## config.mk

```make
export PLATFORM = sky130hd
export DESIGN_NAME = uart_irq_ident
export DESIGN_NICKNAME = d
export VERILOG_FILES = /design/src/rtl/uart_irq_pkg.sv /design/src/rtl/uart_irq_tmo.sv /design/src/rtl/uart_irq_srcs.sv /design/src/rtl/uart_irq_prio.sv /design/src/rtl/uart_irq_ident.sv
export SDC_FILE = /design/constraint.sdc
export NUM_CORES = 1
export LEC_CHECK = 0
export BUFFER_PORTS_ARGS = -buffer_cell sky130_fd_sc_hd__buf_2
export CORE_UTILIZATION = 52
export DETAILED_ROUTE_END_ITERATION = 7
export HOLD_SLACK_MARGIN = 0.06
export PLACE_DENSITY = 0.8
export SLEW_MARGIN = 10
export SYNTH_ARGS = -nofsm -noshare
export SYNTH_HDL_FRONTEND = slang
export SYNTH_SLANG_ARGS = --single-unit
```

## constraint.sdc

```tcl
create_clock -name clk -period 2.8 [get_ports clk]
set_input_delay 0.56 -clock clk [delete_from_list [all_inputs] [get_ports clk]]
set_output_delay 0.56 -clock clk [all_outputs]
set_load 0.02 [all_outputs]
```

## src/rtl/uart_irq_pkg.sv

```systemverilog
package uart_irq_pkg;

   typedef enum logic [2:0] {
      IID_NONE = 3'b000,
      IID_THRE = 3'b001,
      IID_RDA  = 3'b010,
      IID_LS   = 3'b011,
      IID_TMO  = 3'b110
   } iid_e;

   localparam int EN_RDA  = 0;
   localparam int EN_THRE = 1;
   localparam int EN_LS   = 2;
   localparam int EN_BITS = 3;

   typedef struct packed {
      logic ls;
      logic rda;
      logic tmo;
      logic thre;
   } src_t;

endpackage

```

## src/rtl/uart_irq_tmo.sv

```systemverilog
module uart_irq_tmo #(
   parameter int CHAR_W        = 12,
   parameter int TIMEOUT_CHARS = 4
) (
   input  logic              clk,
   input  logic              rst_n,
   input  logic              fifo_mode,
   input  logic              baud_tick,
   input  logic              rx_push,
   input  logic              rx_pop,
   input  logic              rx_empty,
   input  logic [CHAR_W-1:0] char_time,
   output logic              hit
);
   localparam int MUL_W = $clog2(TIMEOUT_CHARS + 1);
   localparam int TO_W  = CHAR_W + MUL_W;

   logic [TO_W-1:0] limit;
   logic [TO_W-1:0] cnt;
   logic            restart;

   assign limit   = TO_W'(char_time) * TO_W'(TIMEOUT_CHARS);
   assign restart = !fifo_mode || rx_empty || rx_push || rx_pop;

   always_ff @(posedge clk) begin
      if (!rst_n) begin
         cnt <= '0;
      end else if (restart) begin
         cnt <= '0;
      end else if (baud_tick && (cnt != limit)) begin
         cnt <= cnt + TO_W'(1);
      end
   end

   assign hit = !restart && baud_tick && (limit != '0) &&
                (cnt == (limit - TO_W'(1)));
endmodule

```

## src/rtl/uart_irq_srcs.sv

```systemverilog
module uart_irq_srcs
   import uart_irq_pkg::*;
(
   input  logic clk,
   input  logic rst_n,
   input  logic ls_evt,
   input  logic lsr_rd,
   input  logic rx_ready,
   input  logic rbr_rd,
   input  logic tmo_hit,
   input  logic thr_empty,
   input  logic thre_en_rise,
   input  logic thr_wr,
   input  logic thre_rd_clr,
   output src_t pend
);
   logic thr_q;
   logic thre_set;

   assign thre_set = thr_empty && (!thr_q || thre_en_rise);

   always_ff @(posedge clk) begin
      if (!rst_n) begin
         pend  <= '0;
         thr_q <= 1'b0;
      end else begin
         thr_q <= thr_empty;

         if (ls_evt)      pend.ls <= 1'b1;
         else if (lsr_rd) pend.ls <= 1'b0;

         pend.rda <= rx_ready && !rbr_rd;

         if (rbr_rd)       pend.tmo <= 1'b0;
         else if (tmo_hit) pend.tmo <= 1'b1;

         if (thre_set)                  pend.thre <= 1'b1;
         else if (thr_wr || thre_rd_clr) pend.thre <= 1'b0;
      end
   end
endmodule

```

## src/rtl/uart_irq_prio.sv

```systemverilog
module uart_irq_prio
   import uart_irq_pkg::*;
(
   input  src_t                pend,
   input  logic [EN_BITS-1:0]  ier,
   input  logic                fifo_mode,
   output iid_e                iid,
   output logic                active
);
   always_comb begin
      iid = IID_NONE;
      if (pend.ls && ier[EN_LS])                       iid = IID_LS;
      else if (pend.rda && ier[EN_RDA])                iid = IID_RDA;
      else if (pend.tmo && ier[EN_RDA] && fifo_mode)   iid = IID_TMO;
      else if (pend.thre && ier[EN_THRE])              iid = IID_THRE;
   end

   assign active = (iid != IID_NONE);
endmodule

```

## src/rtl/uart_irq_ident.sv

```systemverilog
module uart_irq_ident
   import uart_irq_pkg::*;
#(
   parameter int CHAR_W        = 12,
   parameter int TIMEOUT_CHARS = 4,
   parameter int REG_W         = 8,
   parameter bit HAS_TIMEOUT   = 1'b1
) (
   input  logic              clk,
   input  logic              rst_n,
   input  logic              fifo_mode,
   input  logic              ls_overrun,
   input  logic              ls_parity,
   input  logic              ls_framing,
   input  logic              ls_break,
   input  logic              rx_ready,
   input  logic              rx_empty,
   input  logic              rx_push,
   input  logic              rx_pop,
   input  logic              baud_tick,
   input  logic [CHAR_W-1:0] char_time,
   input  logic              thr_empty,
   input  logic              ier_wr,
   input  logic [REG_W-1:0]  wdata,
   input  logic              thr_wr,
   input  logic              iir_rd,
   input  logic              lsr_rd,
   input  logic              rbr_rd,
   output logic [REG_W-1:0]  ier_rdata,
   output logic [REG_W-1:0]  iir_rdata,
   output logic              irq
);
   localparam int PAD_W = REG_W - 4;

   if (REG_W < 4) begin : g_bad_reg_w
      $error("uart_irq_ident: REG_W must be at least 4");
   end
   if (CHAR_W < 1) begin : g_bad_char_w
      $error("uart_irq_ident: CHAR_W must be at least 1");
   end
   if (TIMEOUT_CHARS < 1) begin : g_bad_tmo
      $error("uart_irq_ident: TIMEOUT_CHARS must be at least 1");
   end

   logic [EN_BITS-1:0] ier;
   logic               thre_en_rise;
   logic               tmo_hit;
   logic               active;
   logic               ls_evt;
   iid_e               iid;
   src_t               pend;
   logic               unused_wdata;

   assign unused_wdata = ^wdata[REG_W-1:EN_BITS];
   assign ls_evt       = ls_overrun || ls_parity || ls_framing || ls_break;
   assign thre_en_rise = ier_wr && wdata[EN_THRE] && !ier[EN_THRE];

   always_ff @(posedge clk) begin
      if (!rst_n)      ier <= '0;
      else if (ier_wr) ier <= wdata[EN_BITS-1:0];
   end

   if (HAS_TIMEOUT) begin : g_tmo
      uart_irq_tmo #(
         .CHAR_W        (CHAR_W),
         .TIMEOUT_CHARS (TIMEOUT_CHARS)
      ) u_tmo (
         .clk       (clk),
         .rst_n     (rst_n),
         .fifo_mode (fifo_mode),
         .baud_tick (baud_tick),
         .rx_push   (rx_push),
         .rx_pop    (rx_pop),
         .rx_empty  (rx_empty),
         .char_time (char_time),
         .hit       (tmo_hit)
      );
   end else begin : g_no_tmo
      logic unused_tmo;
      assign unused_tmo = ^{baud_tick, rx_push, rx_pop, rx_empty, char_time};
      assign tmo_hit    = 1'b0;
   end

   uart_irq_srcs u_srcs (
      .clk          (clk),
      .rst_n        (rst_n),
      .ls_evt       (ls_evt),
      .lsr_rd       (lsr_rd),
      .rx_ready     (rx_ready),
      .rbr_rd       (rbr_rd),
      .tmo_hit      (tmo_hit),
      .thr_empty    (thr_empty),
      .thre_en_rise (thre_en_rise),
      .thr_wr       (thr_wr),
      .thre_rd_clr  (iir_rd && (iid == IID_THRE)),
      .pend         (pend)
   );

   uart_irq_prio u_prio (
      .pend      (pend),
      .ier       (ier),
      .fifo_mode (fifo_mode),
      .iid       (iid),
      .active    (active)
   );

   assign ier_rdata = {{(REG_W-EN_BITS){1'b0}}, ier};
   assign iir_rdata = {{PAD_W{1'b0}}, iid, !active};
   assign irq       = active;
endmodule

```

== After elaboration in Yosys (flattened, before gate mapping) ==
Cells that the tools add are included.

* Register bits after elaboration: 23
* Latch bits: 0
* Bits in writable memories: 0
* Memory bits (read-only): 0
* Input bits: 38
* Output and inout port bits: 17
* Word-level logic and storage cells: 55
* Memories kept: 0

* $add $sub $neg: 2
* Multipliers: 0
* Divide/modulo/power cells: 0
* $lt $le $gt $ge: 0
* Equal/unequal tests: 3
* Shift-type cells: 0
* Muxes and demuxes: 8
* Bitwise logic cells: 1
* Reduce and logical (&&, ||, !) cells: 34

{| class="wikitable"
|+ Operator list
! operator !! count
|-
| $add 15x1->15 const B || 1
|-
| $eq 15x15->1 || 1
|-
| $ne 15x14->1 || 1
|-
| $reduce_bool 15->1 || 1
|-
| $sub 14x1->15 const B || 1
|-
| $logic_and 1x1->1 || 14
|-
| $mux 3 || 3
|-
| $logic_or 1x1->1 || 8
|-
| $logic_not 1->1 || 6
|-
| $mux 1 || 5
|-
| $reduce_bool 2->1 || 2
|-
| $reduce_or 2->1 || 2
|-
| $eq 3x1->1 const B || 1
|-
| $reduce_bool 3->1 || 1
|-
| $not 1->1 || 1
|}

== Depth between registers and ports, before layout ==
* Depth after elaboration: 10
* Depth in mapped cells: 7
* Mapped depth without buffers: 7

== Modules after synthesis ==
From an unflattened synthesis, not the netlist that was laid out.

* Cells, all modules: 215
* Area total of the unflattened synthesis: 1816.7 sq um

{| class="wikitable"
|+ By module, submodules not included
! module !! times used !! cells an instance !! area an instance (sq um) !! sequential area each (sq um)
|-
| uart_irq_tmo || 1 || 168 || 1361.3 || 300.3
|-
| uart_irq_ident || 1 || 23 || 210.2 || 60.1
|-
| uart_irq_srcs || 1 || 14 || 173.9 || 100.1
|-
| uart_irq_prio || 1 || 10 || 71.3 || 0.0
|}

== Least setup slack after synthesis ==
Ideal clock, no wire load.

* Path kind: input -> register
* Start: in char_time[2]
* End: reg g_tmo.u_tmo.cnt[2]
* Setup time: 0.115 ns
* Arrival: 2.118 ns
* Data required time: 2.685 ns
* Path slack: 0.568 ns
* Stages: 7
* Path buffers: 2
* Cell sequence: buf_6 -> xor2_1 -> or4b_4 -> nor4_4 -> buf_6 -> nor4_1 -> o21a_1

* Word-level cells in the longest chain between the ends: 2

{| class="wikitable"
|+ Ends and longest elaborated chain
! element !! line !! source
|-
| start: declaration || uart_irq_ident.sv:21 || <nowiki>input logic [CHAR_W-1:0] char_time,</nowiki>
|-
| $ne 15x14->1 || uart_irq_tmo.sv:30 || <nowiki>end else if (baud_tick && (cnt != limit)) begin</nowiki>
|-
| $logic_and 1x1->1 || uart_irq_tmo.sv:30 ||
|-
| end signal: assignment || uart_irq_tmo.sv:31 || <nowiki>cnt <= cnt + TO_W'(1);</nowiki>
|-
| end: declaration || uart_irq_tmo.sv:19 || <nowiki>logic [TO_W-1:0] cnt;</nowiki>
|}

No other way between the ends.
A chain may end at the register's enable or synchronous reset.

== Worst setup path after layout ==
* Start: in fifo_mode
* End: out iir_rdata[0]

* Word-level cells in the longest chain between the ends: 6

{| class="wikitable"
|+ Ends and longest elaborated chain
! element !! line !! source
|-
| start: declaration || uart_irq_ident.sv:11 || <nowiki>input logic fifo_mode,</nowiki>
|-
| $logic_and 1x1->1 || uart_irq_prio.sv:14 || <nowiki>else if (pend.tmo && ier[EN_RDA] && fifo_mode) iid = IID_TMO;</nowiki>
|-
| $mux 3 || uart_irq_prio.sv:14 ||
|-
| $mux 3 || uart_irq_prio.sv:13 || <nowiki>else if (pend.rda && ier[EN_RDA]) iid = IID_RDA;</nowiki>
|-
| $mux 3 || uart_irq_prio.sv:12 || <nowiki>if (pend.ls && ier[EN_LS]) iid = IID_LS;</nowiki>
|-
| $reduce_bool 3->1 || uart_irq_prio.sv:18 || <nowiki>assign active = (iid != IID_NONE);</nowiki>
|-
| $logic_not 1->1 || uart_irq_ident.sv:108 || <nowiki>assign iir_rdata = {{PAD_W{1'b0}}, iid, !active};</nowiki>
|-
| end: declaration || uart_irq_ident.sv:30 || <nowiki>output logic [REG_W-1:0] iir_rdata,</nowiki>
|}

No other way between the ends.

==> impl_metrics.toml <==
[clock_network]
cts_resized = 0
htree_levels = 1
cts_hold_buf = 0
clk_latency_ps = 260
ctsRootBufferMaster = "clkbuf_8"
cts_max_path_buffers = 2
cts.clk_slew.worst_paths_ps = 80
cts_tree = "built"
numCtsBuffers = 3
cts_setup_buffers = 0
cts_num_sinks = 23

[sta]
slew_headroom_pct = 61.6
worst_pin_slew_ps = 571
setup_viol = 0
fin_setup_tns_ps = 0
grt_setup_unrepaired = "no"
fmax_mhz = 480
hold_viol = 0
finalClockSkew_ps = 5.09
min_period_over_period_pct = 74.4
period_needed_ps = 2080
report.final.slew_viol_count = 0

[global_route]
grt_start_max_net_pins = 26
grt_pass1_wl_um = 7600
antenna_found_initial = 0
grt_pass1_vias = 1739
grt.total_usage_pct = 23.2
grt_overflow = 0

[floorplan]
die-area_um2 = 3970
rows = 21
io_pins = 55
fp.dieW_um = 63.0
core_um2 = 3440
start_util_pct = 56.2
die_h_um = 63.0

[critical_path]
cp.required_ps = 2240
critPathLaunch = "fifo_mode"
path_max_fanout = 3
worst_setup_path_end_kind = "output pin"
start_kind = "input pin"
critPathArrivalTime_ps = 1520
setup.worst_path.class = "in2out"
reg2reg_from = "g_tmo.u_tmo.cnt[4]"

[final_layout]
fin_util_pct = 62.5
final_nets = 319
synthToLayoutAreaGrowth_pct = 11.3
multiInputGateArea_um2 = 1310
register_area_um2 = 460
fill_cells = 305
num_antenna_cells = 0
final_layout_size_suffix_gt1_share_pct = 19.2

[logic_synthesis]
yosys_warnings = 0
synth_area_leader_cell = "dfxtp_1"
synth-seq-cells = 23
synth_top_area_share_pct = 23.8
synth_area_per_cell_um2 = 7.99
synth_area_leaders = "dfxtp_1 (24%), mux2i_1 (7.8%), nor4_1 (5.5%)"
async_flop_share_pct = 0
ys_seq_area_share_pct = 23.8
synth_cell_types = 57
yosysMostFrequentCell = "nand2_1"
syn_inst = 242
ys_top_cells_by_count = "nand2_1 (26), dfxtp_1 (23), nor4_1 (17)"
syn_area_um2 = 1930
synth_edf_count = 0
synth_flop_cell = "dfxtp_1"

[route]
ant_nets = 0
wl_per_cell_um = 13.6
drt-pass1-iter-count = 4
wirelength_um = 4400
drt_iter0_markers = 74
via_per_inst = 5.72
route.detailed.drc = 0
vias = 1841

[placed_design]
dpl.hpwl_um = 3300
place.gp.congestion = 0.953
port-buffer-count = 40

[min_path]
hold_start = "u_srcs.pend[1]"
hold_class = "reg2reg"

[power_and_ir_drop]
leakage_uw = 0.000802
ir_drop_uv = 211
power.density_nw_per_um2 = 314

[flow_run]
cap_violations = 0

[outcome]
status = "completed"
-- cell usage in the layout (no fill, tap or decap), types with 7 or more instances in the layout --
| cell type | Yosys | final |
|---|---|---|
| buf_2 | 1 | 40 |
| conb_1 | 1 | 9 |
| dfxtp_1 | 23 | 23 |
| inv_1 | 11 | 11 |
| mux2i_1 | 15 | 15 |
| nand2_1 | 26 | 26 |
| nand2b_1 | 16 | 16 |
| nand3_1 | 7 | 7 |
| nor4_1 | 17 | 17 |
| xnor2_1 | 7 | 7 |
| xor2_1 | 8 | 8 |
-- registers in the layout, summed over array words and instances, names as in the netlist --
register	count
ier	3
u_srcs.thr_q	1
g_tmo.u_tmo.cnt	15
u_srcs.pend	4
-- worst paths after layout --
kind	endpoint	slack, ps	cells past startpoint
hold reg to reg	u_srcs.pend[1]	490	2
setup reg to reg	g_tmo.u_tmo.cnt[6]	780	7
setup / recovery	iir_rdata[0]	720	7
hold / removal	u_srcs.pend[1]	490	2
-- area by class of cell --
| cell class | count | area share, % |
|---|---|---|
| multi-input combinational | 192 | 60.7 |
| timing repair buffer | 45 | 11.0 |
| clock buffer | 4 | 2.09 |
| tap | 46 | 2.67 |
| sequential | 23 | 21.4 |
| inverter | 12 | 2.09 |
-- worst max-delay path, stage by stage --
cell and delay, ps:
buf_2 100, and2_1 160, o21a_1 180, a21oi_1 220
nand2_1 110, inv_1 50, buf_2 150
-- cells by family after synthesis --
family | share of synthesized area, %
and+or+nand+nor | 36.6
buffers and inverters | 10.2
muxes | 7.77
AOI/OAI and AO/OA | 12.1
adders and majority gates | 2.59
DFF | 23.8
other | 0.194
xor gates and xnor gates | 6.80
-- layer usage --
metal | track usage (%) | wire length [um]
met1 | 29.5 | 2000
met2 | 40.9 | 2110
met3 | 4.38 | 267
met4 | 3.20 | 21
met5 | 0 | 0
-- where the power goes --
group | internal (uW) | switching (uW) | leakage (uW) | total [uW]
Clock | 102 | 108 | 0.0000228 | 209
Sequential | 333 | 4.41 | 0.000187 | 337
Combinational | 51.1 | 78.2 | 0.000593 | 129
-- through the flow --
stage               setup WS (ps)  instances  hold WS [ps]  total power [uW]  cell area [um^2]
floorplan                     568        250           448               437              1960
global placement              481        318           468               470              2110
detailed placement            468        318           476               473              2110
CTS                           700        322           491               679              2150
global route                  622        322           512               713              2150
finish                        716        322           487               676              2150
Power figures use the tool's default switching activity.
